## config.mk

```make
export PLATFORM = sky130hd
export DESIGN_NAME = flash_erase_seq
export DESIGN_NICKNAME = d
export VERILOG_FILES = /design/src/rtl/flash_erase_seq.sv
export SDC_FILE = /design/constraint.sdc
export NUM_CORES = 1
export LEC_CHECK = 0
export ABC_AREA = 1
export CAP_MARGIN = 0
export CORE_MARGIN = 2
export CORE_UTILIZATION = 45
export CTS_BUF_LIST = sky130_fd_sc_hd__clkbuf_4
export DETAILED_ROUTE_END_ITERATION = 8
export DONT_BUFFER_PORTS = 1
export SKIP_LAST_GASP = 1
export SLEW_MARGIN = 20
export SYNTH_ARGS = -nofsm -noshare
export SYNTH_HDL_FRONTEND = slang
export SYNTH_SLANG_ARGS = --single-unit
```

## constraint.sdc

```tcl
create_clock -name clk -period 5.8 [get_ports clk]
set_input_delay 0.58 -clock clk [delete_from_list [all_inputs] [get_ports clk]]
set_output_delay 0.58 -clock clk [all_outputs]
set_load 0.02 [all_outputs]
```

## src/rtl/flash_erase_seq.sv

```systemverilog
module flash_erase_seq #(
  parameter int AW   = 24,
  parameter int PW   = 12,
  parameter int GW   = 16,
  parameter int HALF = 2
) (
  input  logic          clk,
  input  logic          rst_n,
  input  logic          start,
  input  logic [AW-1:0] start_addr,
  input  logic [AW-1:0] erase_len,
  input  logic [PW-1:0] page_bytes,
  input  logic [3:0]    page_shift,
  input  logic [GW-1:0] poll_gap,
  output logic          sclk,
  output logic          mosi,
  input  logic          miso,
  output logic          cs_n,
  output logic          busy,
  output logic          done,
  output logic          error
);
  localparam int CW  = $clog2(AW + 1);
  localparam int HCW = (HALF > 1) ? $clog2(HALF) : 1;
  localparam int GCW = $clog2(2 * HALF) + 1;

  typedef enum logic [2:0] {S_IDLE, S_DIVA, S_DIVL, S_GAP, S_CMD, S_POLL, S_WAIT} st_t;
  st_t st;

  logic [AW-1:0]  q, pidx, left;
  logic [PW-1:0]  r, pb;
  logic [CW-1:0]  dcnt;
  logic [3:0]     sh;
  logic [GW-1:0]  pgap, wcnt;
  logic [31:0]    tx;
  logic [7:0]     rx;
  logic [HCW-1:0] hcnt;
  logic [GCW-1:0] gcnt;
  logic [4:0]     bcnt;
  logic           sclk_r, blk, to_poll;

  logic [PW:0]    rsh, rnx;
  logic           ge;
  logic [AW-1:0]  qnx;
  assign rsh = {r, q[AW-1]};
  assign ge  = rsh >= {1'b0, pb};
  assign rnx = ge ? rsh - {1'b0, pb} : rsh;
  assign qnx = {q[AW-2:0], ge};

  logic [AW+23:0] wide;
  logic [23:0]    faddr;
  logic           blk_ok;
  logic [AW-1:0]  step, left_nx;
  assign wide    = {24'd0, pidx} << sh;
  assign faddr   = wide[23:0];
  assign blk_ok  = (pidx[2:0] == 3'd0) && (left >= AW'(8));
  assign step    = blk ? AW'(8) : AW'(1);
  assign left_nx = left - step;

  logic in_frame, edge_t, last_bit;
  assign in_frame = (st == S_CMD) || (st == S_POLL);
  assign edge_t   = hcnt == HCW'(HALF - 1);
  assign last_bit = (st == S_CMD) ? (bcnt == 5'd31) : (bcnt == 5'd15);

  assign sclk  = sclk_r;
  assign cs_n  = !in_frame;
  assign mosi  = in_frame & tx[31];
  assign busy  = st != S_IDLE;

  always_ff @(posedge clk or negedge rst_n) begin
    if (!rst_n) begin
      st <= S_IDLE; q <= '0; r <= '0; dcnt <= '0; pidx <= '0; left <= '0;
      pb <= '0; sh <= '0; pgap <= '0; wcnt <= '0; tx <= '0; rx <= '0;
      hcnt <= '0; gcnt <= '0; bcnt <= '0; sclk_r <= 1'b0; blk <= 1'b0;
      to_poll <= 1'b0; done <= 1'b0; error <= 1'b0;
    end else begin
      done  <= 1'b0;
      error <= 1'b0;
      case (st)
        S_IDLE: if (start) begin
          pb <= page_bytes; sh <= page_shift; pgap <= poll_gap;
          q <= start_addr; r <= '0; dcnt <= '0; left <= erase_len;
          if (page_bytes == '0) error <= 1'b1;
          else st <= S_DIVA;
        end
        S_DIVA, S_DIVL: begin
          q <= qnx; r <= rnx[PW-1:0]; dcnt <= dcnt + 1'b1;
          if (dcnt == CW'(AW - 1)) begin
            dcnt <= '0;
            if (rnx != '0) begin
              error <= 1'b1; st <= S_IDLE;
            end else if (st == S_DIVA) begin
              pidx <= qnx; q <= left; r <= '0; st <= S_DIVL;
            end else if (qnx == '0) begin
              done <= 1'b1; st <= S_IDLE;
            end else begin
              left <= qnx; to_poll <= 1'b0; gcnt <= '0; st <= S_GAP;
            end
          end
        end
        S_GAP: begin
          gcnt <= gcnt + 1'b1;
          if (gcnt == GCW'(2 * HALF - 1)) begin
            gcnt <= '0; hcnt <= '0; bcnt <= '0; sclk_r <= 1'b0;
            if (to_poll) begin
              tx <= {8'hD7, 24'h0}; st <= S_POLL;
            end else begin
              tx  <= {blk_ok ? 8'h50 : 8'h81, faddr[23:16], faddr[15:8], 8'h00};
              blk <= blk_ok; st <= S_CMD;
            end
          end
        end
        S_CMD, S_POLL: begin
          hcnt <= hcnt + 1'b1;
          if (edge_t) begin
            hcnt <= '0;
            if (!sclk_r) begin
              sclk_r <= 1'b1; rx <= {rx[6:0], miso};
            end else begin
              sclk_r <= 1'b0; tx <= {tx[30:0], 1'b0}; bcnt <= bcnt + 1'b1;
              if (last_bit) begin
                if (st == S_CMD) begin
                  to_poll <= 1'b1; st <= S_GAP;
                end else if (!rx[7]) begin
                  wcnt <= '0; st <= S_WAIT;
                end else begin
                  pidx <= pidx + step; left <= left_nx;
                  if (left_nx == '0) begin
                    done <= 1'b1; st <= S_IDLE;
                  end else begin
                    to_poll <= 1'b0; st <= S_GAP;
                  end
                end
              end
            end
          end
        end
        S_WAIT: begin
          if (wcnt >= pgap) st <= S_GAP;
          else wcnt <= wcnt + 1'b1;
        end
        default: st <= S_IDLE;
      endcase
    end
  end
endmodule

```

==> flow_metrics.env, run 1 <==
export IMPL_syn_num_nets=1952
export IMPL_power_density_nw_per_um2=592
export IMPL_met1_length_mm=16.8
export IMPL_startpoint="st[2]$_DFFE_PN0P_"
export IMPL_cp_start_kind="register"
export IMPL_cts_resized=0
export IMPL_clk_latency_ns=0.66
export IMPL_antenna_found_initial=2
export IMPL_drt_wl_total_mm=36.8
export IMPL_tightest_slew_ns=1.03
export IMPL_cp_slowest_cell="nor2_1"
export IMPL_ys_seq_area_share_pct=36.8
export IMPL_top_layer="met4"
export IMPL_num_rows=61
export IMPL_cp_cell_sequence="inv_1, nor2_4, inv_2, nor2_1, nor2_1, inv_1, nor2_1, inv_2, nor2_2, inv_1, nor2_1, nand4_1, nand2_1"
export IMPL_end_kind="register"
export IMPL_switchingPower_w=0.00428
export IMPL_die_y_um=172
export IMPL_switching_share_pct=54.7
export IMPL_met2_length_mm=17.1
export IMPL_first_iter_violations=957
export IMPL_pwr_share_seq_pct=29.0
export IMPL_met3_length_mm=1.69
export IMPL_cts_tree="built"
export IMPL_hold_viol=0
export IMPL_synth_top_area_share_pct=36.8
export IMPL_clock_sinks=186
export IMPL_path_class="register to register"
export IMPL_synth_top_cells_by_count="425 x nand2_1, 231 x inv_1, 214 x nor2_1, 186 x dfrtp_1, 144 x nand3_1"
export IMPL_synth_area_leaders="dfrtp_1 37%, nand2_1 13%, inv_1 6.9%"
export IMPL_grt_pass1_wl_mm=59.8
export IMPL_slew_headroom_pct=31.6
export IMPL_crit_fanout=47
export IMPL_gp_congestion=0.958
export IMPL_cpMostUsedCell="nor2_1"
export IMPL_yosysMostFrequentCell="nand2_1"
export IMPL_cts_root_buffer="clkbuf_4"
export IMPL_dieArea_um2=29400
export IMPL_hpwl_mm=26.4
export IMPL_p_clk_share_pct=10.7
export IMPL_fin_hold_ws_ns=0.0592
export IMPL_final_cells=2180
export IMPL_p_comb_share_pct=60.3
export IMPL_cts_setup_buffers=0
export IMPL_vias_per_cell=5.49
export IMPL_internal_power_w=0.00355
export IMPL_synth_seq_cells=186
export IMPL_initial_utilization_pct=45.6
export IMPL_core_um2=27700
export IMPL_synthArstFlopShare_pct=100
export IMPL_grt_max_degree=187
export IMPL_cap_viol_max_count=0
export IMPL_synthFlopType="dfrtp_1"
export IMPL_cts_buffers=17
export IMPL_die_w_um=172
export IMPL_synthDistinctLibCells=50
export IMPL_post_drt_wl_per_cell_um=16.9
export IMPL_ir_drop_mv=0.368
export IMPL_reg2reg_from="st[2]$_DFFE_PN0P_"
export IMPL_clock_path_buffers=2
export IMPL_min_path_type="input port to register"
export IMPL_final_nets=1909
export IMPL_critPathMaxStageDelay_ns=0.70
export IMPL_via_count=12000
export IMPL_ys_warn_count=0
export IMPL_fmax_ghz=0.251
export IMPL_status="completed"
export IMPL_drv_slew=0
export IMPL_worstPathRequired_ns=6.40
export IMPL_portBuffers=0
export IMPL_grt_overflow_total=0
export IMPL_area_delta_synth_final_pct=4.73
export IMPL_final_layout_size_suffix_gt1_share_pct=4.34
export IMPL_p_leak_nw=6.48
export IMPL_setup_tns_final_ns=0
export IMPL_min_from="poll_gap[6]"
export IMPL_yosys_area_top_type="dfrtp_1"
export IMPL_drcViolationCount=0
export IMPL_dr_pass1_iters=5
export IMPL_setup_viol=0
export IMPL_rsz0062_at_grt="false"
export IMPL_grt_pass1_vias=11500
export IMPL_syn_inst=1829
export IMPL_syn_area_um2=12600
export IMPL_htree_levels=4
export IMPL_antenna_left=0
export IMPL_place_inst=2143
export IMPL_num_io_pins=90
export IMPL_fin_skew_ns=0.0305
export IMPL_fin_crit_sh_pct=68.7
export IMPL_min_period_ns=3.99
export IMPL_arrival_ns=4.59
export IMPL_path_clk_slew_ns=0.18
export IMPL_synth_enable_flop_cells=0
export IMPL_syn_area_per_cell_um2=6.91
export IMPL_grtUsageTotal_pct=25.9
## what timing repair did
action                                  CTS  global route
hold buffers                              1             1
endpoints found under the hold margin   186            19
endpoints found under the setup margin    0             0
## worst max-delay path: cells and delay by family, from the launching register on
kind          cells  cell delay (ns)
buf+inv           5             1.44
simple gates      8             1.99
flops             1             0.49
## worst paths after layout
check,endpoint,cells after the start,slack (ns)
setup reg to reg,done$_DFF_PN0_,13,1.81
max in group asynchronous,pb[2]$_DFFE_PN0P_,2,4.37
hold / removal,pgap[6]$_DFFE_PN0P_,2,0.06
hold reg to reg,gcnt[1]$_DFFE_PN0P_,2,0.50
min in group asynchronous,left[11]$_DFFE_PN0P_,2,0.60
setup / recovery,done$_DFF_PN0_,13,1.81
## cells by family after synthesis
logic type / synth area share [%]
flip-flops: 36.8
multiplexers: 1.66
XOR/XNOR: 1.80
AND/OR/NAND/NOR: 29.4
AO/OA/AOI/OAI: 16.6
adder cells (fa/ha/maj): 3.92
buffers and inverters: 9.84
## per-stage QoR
stage	setup WS (ns)	util (%)	total power, W	cell area [um^2]
after global placement	2.03	46.4	0.00690	12800
final	1.81	47.8	0.00784	13200
after detailed placement	1.92	46.4	0.00695	12800
after global routing	1.41	47.8	0.00867	13200
after floorplan	3.20	-	0.00583	12600
after CTS	1.87	47.7	0.00783	13200
## registers in the layout, summed over array words and instances, names as in the netlist
name / cells
left: 24
pidx: 24
q: 24
tx: 24
pgap: 16
wcnt: 16
pb: 12
r: 12
rx: 8
bcnt: 5
dcnt: 5
sh: 4
gcnt: 3
st: 3
blk: 1
done: 1
edge_t: 1
error: 1
sclk: 1
to_poll: 1
## per-layer routing
layer  up-vias  global-route usage (%)
li1       5954                       -
met1      5636                    33.9
met2       319                    43.0
met3        65                    3.77
met4         0                    10.3
met5         -                       0
## power groups by stage
stage / Combinational (W) / Sequential [W] / Clock (W)
after floorplan: 0.00374 / 0.00209 / 0
after global placement: 0.00462 / 0.00228 / 0
after detailed placement: 0.00466 / 0.00228 / 0
after CTS: 0.00471 / 0.00226 / 0.000865
after global routing: 0.00542 / 0.00233 / 0.000920
final: 0.00473 / 0.00227 / 0.000839
## placed cells by master (no fill, tap or decap), types with 7 or more instances in the layout
cell type    n
mux2i_1     12
dfrtp_1    186
xor2_1      24
inv_1      230
o211ai_1    14
a22o_1      11
clkbuf_4    17
o21ai_0    127
nor3_1      27
ha_1        38
a22oi_1     30
buf_4       10
nor2_1     212
o22ai_1      8
nand3_1    144
nand4_1     30
a21oi_1    117
mux2_2       8
a31oi_1     10
nand2_1    423
nor4_1       7
o21ai_1     34
## layout make-up
class                           instances  area (um^2)
Tap cell                              378          473
Multi-Input combinational cell       1333         6770
Timing Repair Buffer                   12          113
Sequential cell                       186         4650
Fill cell                            2903        14500
Clock inverter                         15          203
Clock buffer                           17          128
Inverter                              236          886
Antenna cell                            3         7.51
No activity file was read; power rests on OpenSTA's default activity.
==> run 2: changes to the inputs <==
--- a/config.mk
+++ b/config.mk
@@ -5,7 +5,7 @@
 export SDC_FILE = /design/constraint.sdc
 export NUM_CORES = 1
 export LEC_CHECK = 0
-export ABC_AREA = 1
+export ABC_AREA = 0
 export CAP_MARGIN = 0
 export CORE_MARGIN = 2
 export CORE_UTILIZATION = 45
==> constraint.sdc (replaced) <==
create_clock -name clk -period 3.9 [get_ports clk]
set_input_delay 0.39 -clock clk [delete_from_list [all_inputs] [get_ports clk]]
set_output_delay 0.39 -clock clk [all_outputs]
set_load 0.02 [all_outputs]
==> run 2 against run 1 <==
The run now ends with negative hold slack left. Flip-flop and latch count unchanged. Register-to-register slack worse by 1.6 ns. Worst setup slack worse by 1.6 ns. Largest cell class unchanged.
==> flow_metrics.env, run 2 <==
export IMPL_ir_drop_mv=0.469
export IMPL_drt_wl_total_mm=33.0
export IMPL_critPathMaxStageDelay_ns=0.56
export IMPL_clk_latency_ns=0.62
export IMPL_synthDistinctLibCells=80
export IMPL_fin_crit_sh_pct=95.4
export IMPL_dpl_instance_area_um2=12200
export IMPL_synthFlopType="dfrtp_1"
export IMPL_num_rows=59
export IMPL_clock_sinks=186
export IMPL_worstPathRequired_ns=4.43
export IMPL_holdBufCountCts=71
export IMPL_ys_seq_area_share_pct=39.6
export IMPL_grt_overflow_total=0
export IMPL_ys_warn_count=0
export IMPL_hold_viol=186
export IMPL_post_drt_wl_per_cell_um=18.6
export IMPL_violations="negative hold slack"
export IMPL_arrival_ns=4.25
export IMPL_path_clk_slew_ns=0.20
export IMPL_via_count=10600
export IMPL_grt_pass1_vias=10100
export IMPL_cp_cell_sequence="ha_1, a21o_1, a211oi_1, o211ai_2, nor2_4, buf_4, and3_1, o211ai_4, or4_4, a21bo_1, a221o_1"
export IMPL_worst_path_stages=11
export IMPL_fin_skew_ns=0.0409
export IMPL_synth_top_cells_by_count="186 x dfrtp_1, 186 x o21ai_0, 155 x nand2_1, 117 x a21oi_1, 113 x nor2_1"
export IMPL_die_y_um=166
export IMPL_portBuffers=0
export IMPL_dr_pass1_iters=6
export IMPL_synth_area_leaders="dfrtp_1 40%, o21ai_0 7.9%, mux2i_1 5.0%"
export IMPL_min_path_type="input port to asynchronous set/reset pin"
export IMPL_syn_num_nets=1511
export IMPL_core_um2=25800
export IMPL_antenna_found_initial=2
export IMPL_crit_family="compound AO/OA/AOI/OAI gates"
export IMPL_cts_setup_buffers=0
export IMPL_synthArstFlopShare_pct=100
export IMPL_cts_root_buffer="clkbuf_4"
export IMPL_final_nets=1546
export IMPL_grtUsageTotal_pct=23.7
export IMPL_layout_commonest_cell="dfrtp_1"
export IMPL_yosys_area_top_type="dfrtp_1"
export IMPL_min_period_ns=3.72
export IMPL_path_class="register to register"
export IMPL_synth_seq_cells=186
export IMPL_p_leak_nw=5.61
export IMPL_clock_path_buffers=2
export IMPL_cp_slowest_cell="or4_4"
export IMPL_final_layout_size_suffix_gt1_share_pct=8.57
export IMPL_reg2reg_from="r[9]$_DFFE_PN0P_"
export IMPL_drcViolationCount=0
export IMPL_num_io_pins=90
export IMPL_reg2reg_depth=11
export IMPL_cap_viol_max_count=0
export IMPL_initial_utilization_pct=45.5
export IMPL_grt_pass1_wl_mm=53.9
export IMPL_drv_slew=0
export IMPL_syn_inst=1388
export IMPL_vias_per_cell=5.96
export IMPL_syn_area_per_cell_um2=8.47
export IMPL_fin_area_um2=13200
export IMPL_dieArea_um2=27400
export IMPL_status="complete, but fails checks"
export IMPL_cp_start_kind="register"
export IMPL_finalCoreUtilization_pct=51.2
export IMPL_setup_viol=0
export IMPL_crit_fanout=14
export IMPL_area_delta_synth_final_pct=12.6
export IMPL_grt_max_degree=187
export IMPL_end_kind="register"
export IMPL_synth_enable_flop_cells=0
export IMPL_htree_levels=4
export IMPL_gp_congestion=0.888
export IMPL_final_cell_mix="186 x dfrtp_1, 185 x o21ai_0, 155 x nand2_1"
export IMPL_tightest_slew_ns=0.932
export IMPL_reg2reg_slack_ns=0.18
export IMPL_slew_headroom_pct=37.7
export IMPL_power_density_nw_per_um2=730
export IMPL_die_w_um=166
export IMPL_syn_area_um2=11800
export IMPL_cts_buffers=17
export IMPL_cts_tree="built"
export IMPL_antenna_left=0
export IMPL_fin_hold_ws_ns=-0.576
export IMPL_r2r_end="to_poll$_DFFE_PN0P_"
export IMPL_first_iter_violations=811
export IMPL_crit_buf_inv=1
export IMPL_synth_top_area_share_pct=39.6
export IMPL_fmax_ghz=0.269
export IMPL_hpwl_mm=22.4
==> run 2: changes by cell type in the layout (fill, tap and decap cells not counted), sizes merged, moves of 18 or more <==
cell         delta
dlygate4sd3    +70
a211oi         +18
nand4          -18
inv           -182
mux2i          +47
buf            +26
nand3         -104
nand2         -275
o21ai          +28
and3           +19
nor2          -105
==> run 2: logic make-up (layout without fill, tap and decap cells) <==
| kind of cell | Yosys count | count (layout) | share of synthesized area [%] |
|---|---|---|---|
| flip-flops | 186 | 186 | 39.6 |
| adder cells (fa/ha/maj) | 39 | 39 | 4.21 |
| buffers and inverters | 145 | 192 | 4.86 |
| XOR/XNOR | 17 | 17 | 1.27 |
| AND/OR/NAND/NOR | 450 | 450 | 18.1 |
| AO/OA/AOI/OAI | 469 | 470 | 24.4 |
| other | 0 | 2 | 0 |
| multiplexers | 82 | 82 | 7.61 |
==> run 2: power breakdown <==
group | switching (W) | internal, W
Clock | 0.000834 | 0.000302
Sequential | 0.000726 | 0.00252
Combinational | 0.00321 | 0.00207
Total | 0.00477 | 0.00489
==> run 2: how the worst max path moves through the flow <==
stage                                 start                   to  slack, ns
after floorplan           q[23]$_DFFE_PN0P_  to_poll$_DFFE_PN0P_       0.39
after global placement    q[23]$_DFFE_PN0P_  left[3]$_DFFE_PN0P_       0.14
after detailed placement  q[23]$_DFFE_PN0P_  left[3]$_DFFE_PN0P_       0.08
after CTS                 q[23]$_DFFE_PN0P_  left[3]$_DFFE_PN0P_       0.03
after global routing      q[23]$_DFFE_PN0P_  to_poll$_DFFE_PN0P_      -0.01
final                      r[9]$_DFFE_PN0P_  to_poll$_DFFE_PN0P_       0.18
==> run 2: timing repair <==
| item | 4_1_cts | 5_1_grt |
|---|---|---|
| resized for setup | 0 | 7 |
| hold endpoints to repair | 257 | 186 |
| setup endpoints to repair | 0 | 71 |
==> run 2: metrics by stage <==
stage	instances	worst slack [ns]	power [W]	setup TNS (ns)
6_report	1773	0.179	0.00966	0
5_1_grt	1773	-0.0138	0.0105	-0.0182
4_1_cts	1770	0.0278	0.00955	0
3_5_place_dp	1667	0.0761	0.00833	0
3_3_place_gp	1667	0.141	0.00825	0
2_1_floorplan	1388	0.394	0.00690	0
==> run 2: final cells by class <==
type | count | area [um^2]
clock inverters | 15 | 179
diodes | 2 | 5.00
flip-flops and latches | 186 | 4650
fillers | 2506 | 12600
well taps | 335 | 419
clock buffers | 17 | 128
repair buffers | 108 | 1050
multi-input cells | 1058 | 6600
inverters | 52 | 195
==> run 2: routing by layer <==
| metal | routed length (um) | up-vias | part of all wire (%) | global-route usage, % |
|---|---|---|---|---|
| met1 | 15600 | 5088 | 47 | 34.3 |
| met4 | 482 | 0 | 1.5 | 4.84 |
| met5 | 0 | - | 0 | 0 |
| met2 | 15000 | 291 | 45 | 37.6 |
| met3 | 1960 | 35 | 5.9 | 4.09 |
| li1 | - | 5146 | - | - |
